[src/rtl/ctlword_pkg.sv]
package ctlword_pkg;

  // Default geometry of the command port and configuration store
  localparam int CS_NUM    = 4;
  localparam int ADDR_W    = 16;
  localparam int BANK_W    = 3;
  localparam int CKE_NUM   = 2;
  localparam int ODT_NUM   = 2;
  localparam int CW_BITS   = 4;
  localparam int CW_COUNT  = 16;
  localparam int CW_SEL_W  = $clog2(CW_COUNT);
  // Lowest address bit that must be zero for a write to be accepted
  localparam int ZERO_FLOOR = 5;

  // Classification of a chip-select pattern
  typedef enum logic [1:0] {
    PAT_NONE,
    PAT_PAIR_LOW,
    PAT_PAIR_HIGH,
    PAT_ALL
  } cs_pattern_e;

endpackage

[src/rtl/ctlword_detect.sv]
module ctlword_detect
  import ctlword_pkg::*;
#(
  parameter int NCS = CS_NUM
) (
  input  logic           quad_mode,
  input  logic [NCS-1:0] cs_n,
  output logic           access
);

  localparam int CNT_W = $clog2(NCS + 1);

  logic [CNT_W-1:0] n_low;
  cs_pattern_e      pattern;
  logic             three_low;

  // Number of selects driven low
  always_comb begin
    n_low = '0;
    for (int i = 0; i < NCS; i++) begin
      n_low = n_low + {{(CNT_W-1){1'b0}}, ~cs_n[i]};
    end
  end

  // Pattern classification, mode dependent
  always_comb begin
    pattern = PAT_NONE;
    if (!quad_mode) begin
      if (cs_n[1:0] == 2'b00) pattern = PAT_PAIR_LOW;
    end else if (n_low == CNT_W'(NCS)) begin
      pattern = PAT_ALL;
    end else if (cs_n[3:2] == 2'b00 && n_low == CNT_W'(2)) begin
      pattern = PAT_PAIR_HIGH;
    end
  end

  assign access    = (pattern != PAT_NONE);
  assign three_low = quad_mode && (n_low == CNT_W'(NCS - 1));

  // a three-low pattern in quad mode never opens an access
  always_comb begin
    if (three_low) begin
      a_r3_three_rejected: assert (!access)
        else $error("three-select pattern accepted as access");
    end
  end

endmodule

[src/rtl/ctlword_check.sv]
module ctlword_check
  import ctlword_pkg::*;
#(
  parameter int AW     = ADDR_W,
  parameter int BW     = BANK_W,
  parameter int NCKE   = CKE_NUM,
  parameter int WBITS  = CW_BITS,
  parameter int SEL_W  = CW_SEL_W,
  parameter int FLOOR  = ZERO_FLOOR
) (
  input  logic             clk,
  input  logic             rst,
  input  logic             access,
  input  logic [AW-1:0]    addr,
  input  logic [BW-1:0]    bank,
  input  logic             ras_n,
  input  logic             cas_n,
  input  logic             we_n,
  input  logic             par_in,
  input  logic [NCKE-1:0]  cke,
  output logic             par_ok,
  output logic             wr_en,
  output logic [SEL_W-1:0] sel,
  output logic [WBITS-1:0] data,
  output logic             err_n
);

  logic upper_clear;
  logic any_cke;

  // Even parity over the whole command word plus the parity bit
  assign par_ok      = ~^{addr, bank, ras_n, cas_n, we_n, par_in};
  assign upper_clear = (addr[AW-1:FLOOR] == '0);
  assign any_cke     = |cke;
  assign wr_en       = access && par_ok && upper_clear && any_cke;

  // Field positions are fixed by the neighbouring decoders
  assign sel  = {bank[2], addr[2:0]};
  assign data = {bank[1:0], addr[4:3]};

  always_ff @(posedge clk) begin
    if (rst) begin
      err_n <= 1'b1;
    end else begin
      err_n <= !(access && !par_ok);
    end
  end

  // a low error flag always follows an access
  a_r7_err_after_access: assert property (@(posedge clk) disable iff (rst)
    !err_n |-> $past(access));

  // good parity on the previous cycle keeps the flag high
  a_r11_err_high_on_good: assert property (@(posedge clk) disable iff (rst)
    par_ok |=> err_n);

endmodule

[src/rtl/ctlword_bank.sv]
module ctlword_bank
  import ctlword_pkg::*;
#(
  parameter int NWORDS = CW_COUNT,
  parameter int WBITS  = CW_BITS,
  parameter int SEL_W  = $clog2(NWORDS)
) (
  input  logic                    clk,
  input  logic                    rst,
  input  logic                    wr_en,
  input  logic [SEL_W-1:0]        sel,
  input  logic [WBITS-1:0]        data,
  output logic [NWORDS*WBITS-1:0] words_flat
);

  logic [WBITS-1:0] mem [NWORDS];

  for (genvar k = 0; k < NWORDS; k++) begin : g_word
    logic [WBITS-1:0] word_q;
    logic             hit;

    assign hit = wr_en && (sel == SEL_W'(k));

    always_ff @(posedge clk) begin
      if (rst) begin
        word_q <= '0;
      end else if (hit) begin
        word_q <= data;
      end
    end

    assign mem[k] = word_q;
    assign words_flat[k*WBITS +: WBITS] = word_q;
  end

  // the addressed word holds the written value one cycle later
  a_r4_word_stored: assert property (@(posedge clk) disable iff (rst)
    wr_en |=> mem[$past(sel)] == $past(data));

  // no enable, no change anywhere in the store
  a_r5_store_hold: assert property (@(posedge clk) disable iff (rst)
    !wr_en |=> $stable(words_flat));

endmodule

[src/rtl/ctlword_cmdreg.sv]
module ctlword_cmdreg
  import ctlword_pkg::*;
#(
  parameter int NCS  = CS_NUM,
  parameter int AW   = ADDR_W,
  parameter int BW   = BANK_W,
  parameter int NCKE = CKE_NUM,
  parameter int NODT = ODT_NUM
) (
  input  logic            clk,
  input  logic            rst,
  input  logic            access,
  input  logic [NCS-1:0]  cs_n,
  input  logic [AW-1:0]   addr,
  input  logic [BW-1:0]   bank,
  input  logic            ras_n,
  input  logic            cas_n,
  input  logic            we_n,
  input  logic [NCKE-1:0] cke,
  input  logic [NODT-1:0] odt,
  output logic [NCS-1:0]  q_cs_n,
  output logic [AW-1:0]   q_addr,
  output logic [BW-1:0]   q_bank,
  output logic            q_ras_n,
  output logic            q_cas_n,
  output logic            q_we_n,
  output logic [NCKE-1:0] q_cke,
  output logic [NODT-1:0] q_odt
);

  always_ff @(posedge clk) begin
    if (rst) begin
      q_cs_n  <= '1;
      q_addr  <= '0;
      q_bank  <= '0;
      q_ras_n <= 1'b1;
      q_cas_n <= 1'b1;
      q_we_n  <= 1'b1;
      q_cke   <= '0;
      q_odt   <= '0;
    end else if (access) begin
      // Selects forced inactive; everything else keeps its value
      q_cs_n <= '1;
    end else begin
      q_cs_n  <= cs_n;
      q_addr  <= addr;
      q_bank  <= bank;
      q_ras_n <= ras_n;
      q_cas_n <= cas_n;
      q_we_n  <= we_n;
      q_cke   <= cke;
      q_odt   <= odt;
    end
  end

  // selects go high during an access
  a_r8_selects_high: assert property (@(posedge clk) disable iff (rst)
    access |=> (q_cs_n == '1));

  // the remaining registered outputs are frozen
  a_r8_outputs_frozen: assert property (@(posedge clk) disable iff (rst)
    access |=> $stable({q_addr, q_bank, q_ras_n, q_cas_n, q_we_n, q_cke, q_odt}));

  // ordinary cycles are copied through with one cycle of delay
  a_r9_pass_through: assert property (@(posedge clk) disable iff (rst)
    !access |=> (q_cs_n == $past(cs_n)) && (q_addr == $past(addr))
                && (q_bank == $past(bank)) && (q_cke == $past(cke))
                && (q_odt == $past(odt)));

endmodule

[src/rtl/ctlword_dec.sv]
module ctlword_dec
  import ctlword_pkg::*;
#(
  parameter int NCS    = CS_NUM,
  parameter int AW     = ADDR_W,
  parameter int BW     = BANK_W,
  parameter int NCKE   = CKE_NUM,
  parameter int NODT   = ODT_NUM,
  parameter int WBITS  = CW_BITS,
  parameter int NWORDS = CW_COUNT,
  parameter int FLOOR  = ZERO_FLOOR
) (
  input  logic                    clk,
  input  logic                    rst,
  input  logic                    quad_mode,
  input  logic [NCS-1:0]          cs_n,
  input  logic [AW-1:0]           addr,
  input  logic [BW-1:0]           bank,
  input  logic                    ras_n,
  input  logic                    cas_n,
  input  logic                    we_n,
  input  logic [NCKE-1:0]         cke,
  input  logic [NODT-1:0]         odt,
  input  logic                    par_in,
  output logic [NCS-1:0]          q_cs_n,
  output logic [AW-1:0]           q_addr,
  output logic [BW-1:0]           q_bank,
  output logic                    q_ras_n,
  output logic                    q_cas_n,
  output logic                    q_we_n,
  output logic [NCKE-1:0]         q_cke,
  output logic [NODT-1:0]         q_odt,
  output logic [NWORDS*WBITS-1:0] cfg_words,
  output logic                    err_n
);

  localparam int SEL_W = $clog2(NWORDS);

  logic             access;
  logic             par_ok;
  logic             wr_en;
  logic [SEL_W-1:0] sel;
  logic [WBITS-1:0] data;

  ctlword_detect #(.NCS(NCS)) u_detect (
    .quad_mode (quad_mode),
    .cs_n      (cs_n),
    .access    (access)
  );

  ctlword_check #(
    .AW(AW), .BW(BW), .NCKE(NCKE), .WBITS(WBITS), .SEL_W(SEL_W), .FLOOR(FLOOR)
  ) u_check (
    .clk    (clk),
    .rst    (rst),
    .access (access),
    .addr   (addr),
    .bank   (bank),
    .ras_n  (ras_n),
    .cas_n  (cas_n),
    .we_n   (we_n),
    .par_in (par_in),
    .cke    (cke),
    .par_ok (par_ok),
    .wr_en  (wr_en),
    .sel    (sel),
    .data   (data),
    .err_n  (err_n)
  );

  ctlword_bank #(.NWORDS(NWORDS), .WBITS(WBITS), .SEL_W(SEL_W)) u_bank (
    .clk        (clk),
    .rst        (rst),
    .wr_en      (wr_en),
    .sel        (sel),
    .data       (data),
    .words_flat (cfg_words)
  );

  ctlword_cmdreg #(
    .NCS(NCS), .AW(AW), .BW(BW), .NCKE(NCKE), .NODT(NODT)
  ) u_cmdreg (
    .clk     (clk),
    .rst     (rst),
    .access  (access),
    .cs_n    (cs_n),
    .addr    (addr),
    .bank    (bank),
    .ras_n   (ras_n),
    .cas_n   (cas_n),
    .we_n    (we_n),
    .cke     (cke),
    .odt     (odt),
    .q_cs_n  (q_cs_n),
    .q_addr  (q_addr),
    .q_bank  (q_bank),
    .q_ras_n (q_ras_n),
    .q_cas_n (q_cas_n),
    .q_we_n  (q_we_n),
    .q_cke   (q_cke),
    .q_odt   (q_odt)
  );

  // a flagged parity error never coincides with a configuration change
  a_r7_no_write_on_error: assert property (@(posedge clk) disable iff (rst)
    !err_n |-> $stable(cfg_words));

  // with every clock enable low the configuration cannot move
  a_r5_cke_gate: assert property (@(posedge clk) disable iff (rst)
    (cke == '0) |=> $stable(cfg_words));

endmodule

[config.mk]
export PLATFORM = sky130hd
export DESIGN_NAME = ctlword_dec
export DESIGN_NICKNAME = d
export VERILOG_FILES = /design/src/rtl/ctlword_pkg.sv /design/src/rtl/ctlword_detect.sv /design/src/rtl/ctlword_check.sv /design/src/rtl/ctlword_bank.sv /design/src/rtl/ctlword_cmdreg.sv /design/src/rtl/ctlword_dec.sv
export SDC_FILE = /design/constraint.sdc
export NUM_CORES = 1
export LEC_CHECK = 0
export ABC_CLOCK_PERIOD_IN_PS = 4500
export BUFFER_PORTS_ARGS = -buffer_cell sky130_fd_sc_hd__buf_2
export CORE_MARGIN = 2
export CORE_UTILIZATION = 51
export CTS_CLUSTER_SIZE = 12
export DETAILED_ROUTE_END_ITERATION = 12
export PLACE_DENSITY = 0.8
export SETUP_SLACK_MARGIN = 0.2
export SLEW_MARGIN = 20
export SYNTH_ARGS = -nofsm -noshare
export SYNTH_HDL_FRONTEND = slang
export SYNTH_HIERARCHICAL = 1
export SYNTH_SLANG_ARGS = --single-unit
[constraint.sdc]
create_clock -name clk -period 4.5 [get_ports clk]
set_input_delay 0.45 -clock clk [delete_from_list [all_inputs] [get_ports clk]]
set_output_delay 0.45 -clock clk [all_outputs]
set_load 0.01 [all_outputs]
==> results.txt <==
status: complete, no violations
final setup fails: 0
Final Wtd Congestion: 0.816
worst path required time: 4.71 ns
vias in the first global route: 3020
setup TNS: 0 ns
drt first pass iters: 4
Die Y: 93.3 µm
Peak VDD IR: 0.213 mV
Cell Rows: 32
Final nets: 540
PwrDens: 360 nW/µm²
TritonCTS clock tree: built
antenna violations before repair: 0
Tightest Hold Check Type: in2reg
CP startpoint kind: input port
first-pass GRT wire length: 14.9 mm
RSZ-0062 raised after global routing: false
Setup CP Type: in2reg
First DRT Iteration DRCs: 175
Post-Syn Instances: 386
final wirelength: 9.19 mm
n_diodes: 0
critical path depth: 13
Clock Pin Slew Worst Setup and Hold Paths: 0.10 ns
synthesized cell area: 4070 µm²
core box area: 7730 µm²
DP Cell Count: 588
DRC: 0
Via density: 4.97
Vias: 2995
CP arrival: 3.76 ns
Crit path largest cell delay: 0.49 ns
CP max stage cell: or4b_1
# resized after CTS: 0
root buffer cell: clkbuf_8
DPL Wire Length: 6.48 mm
DR WL/cell: 15.2 µm
CP Cell Sequence: buf_2 > inv_1 > fa_1 > ha_1 > ha_1 > or4b_1 > a32oi_4 > and4_1 > o21ai_0 > nor4_2 > nor3b_2 > nand3_1 > mux2i_1
Pleak: 2.64 nW
non-filler cells, final: 603
Mapped Avg Cell Area: 10.5 µm²
min Tclk post-route: 3.55 ns
global route total overflow: 0
CTS Hold Bufs: 0
full die area: 8700 µm²
Port Buffers: 128
syn_nets: 429
largest net degree at the start of global routing: 66
Rel. slew slack: 0.440
GRT Overall Usage: 0.219
footprint of the multi-input gates: 1950 µm²
Util after Layout: 0.638
Most common cell on crit path: ha_1
WP buf/inv: 2
R2R cell count: 1
YS warnings: 6
Starting Density: 0.526
crit share post-route: 0.790
area delta synth->final: 21.4%
worst hold path stage count: 2
Slew Limit Fails: 0
clk_lat worst skew: 0.35 ns
filler cell count: 658
die width: 93.3 µm
postcts setup bufs: 0
H-tree levels: 3
antenna-violating nets left: 0
IO Count: 129
Fin Hold WS: 0.291 ns
share of layout cells above drive strength 1: 0.297
clk_skew: 0 ns
Clock Sinks: 95
Hold Fails Final Rpt: 0
Sequential Area: 1900 µm²
Worst Tran Pin Value: 0.840 ns
max cap viols: 0
Num CTS Buffers: 9
CP delay by family, top: simple AND/OR/NAND/NOR gates
Setup crit end kind: flip-flop
CTS max path bufs: 2
fmax: 0.281 GHz
CP max FO: 4
==> cell usage in the layout (no fill, tap or decap), types with 3 or more instances in the layout <==
master     instances
a211o_1            3
nand2b_1          71
dfxtp_1           95
nor2b_1            3
bufinv_16          3
mux2i_1           87
inv_1             14
buf_2            128
clkbuf_8           9
nand2_1           13
ha_1               8
nand3_1            4
or3_1              4
nor2_1            24
xnor2_1           14
==> state kept, by name (all words and copies together), names as in the netlist <==
signal	flops
u_cmdreg/q_we_n	1
u_cmdreg/q_bank	3
u_check/err_n	1
u_bank/g_word.word_q	64
u_cmdreg/q_ras_n	1
u_cmdreg/q_odt	2
u_cmdreg/q_cs_n	4
u_cmdreg/q_cas_n	1
u_cmdreg/q_cke	2
u_cmdreg/q_addr	16
==> per-layer routing <==
| layer | global-route usage | wire length, µm |
|---|---|---|
| met5 | 0 | 0 |
| met1 | 0.282 | 4100 |
| met3 | 0.0443 | 459 |
| met4 | 0.0784 | 153 |
| met2 | 0.366 | 4480 |
==> area by class of cell <==
class | count | area share
clock inverter | 6 | 0.0238
multi-input combinational | 247 | 0.396
inverter | 14 | 0.0107
tap | 102 | 0.0259
clock buffer | 9 | 0.0251
timing repair buffer | 130 | 0.133
sequential | 95 | 0.385
==> power breakdown <==
| group | leakage (nW) | switching, mW | internal [mW] | total (mW) |
|---|---|---|---|---|
| Sequential | 0.773 | 0.0104 | 0.864 | 0.875 |
| Clock | 0.118 | 0.304 | 0.372 | 0.676 |
| Combinational | 1.75 | 0.120 | 0.106 | 0.225 |
| Total | 2.64 | 0.434 | 1.34 | 1.78 |
==> stage by stage <==
step                      area [µm²]  setup slack [ns]  total power [mW]
after floorplan                 4070              1.04              1.06
after global placement          4690             0.694              1.11
after detailed placement        4690             0.623              1.12
after CTS                       4930             0.969              1.79
after global routing            4930             0.736              1.84
final                           4930             0.947              1.78
==> final timing paths <==
| kind | slack [ns] | end | from |
|---|---|---|---|
| worst max register to register | 3.76 | u_cmdreg/q_cas_n | u_cmdreg/q_cas_n |
| worst min-delay path | 0.29 | u_cmdreg/q_cs_n[0] | cs_n[0] |
| worst max-delay path | 0.95 | u_bank/g_word[3].word_q[2] | cs_n[0] |
| worst min register to register | 0.47 | u_cmdreg/q_ras_n | u_cmdreg/q_ras_n |
No activity file was read; power rests on OpenSTA's default activity.
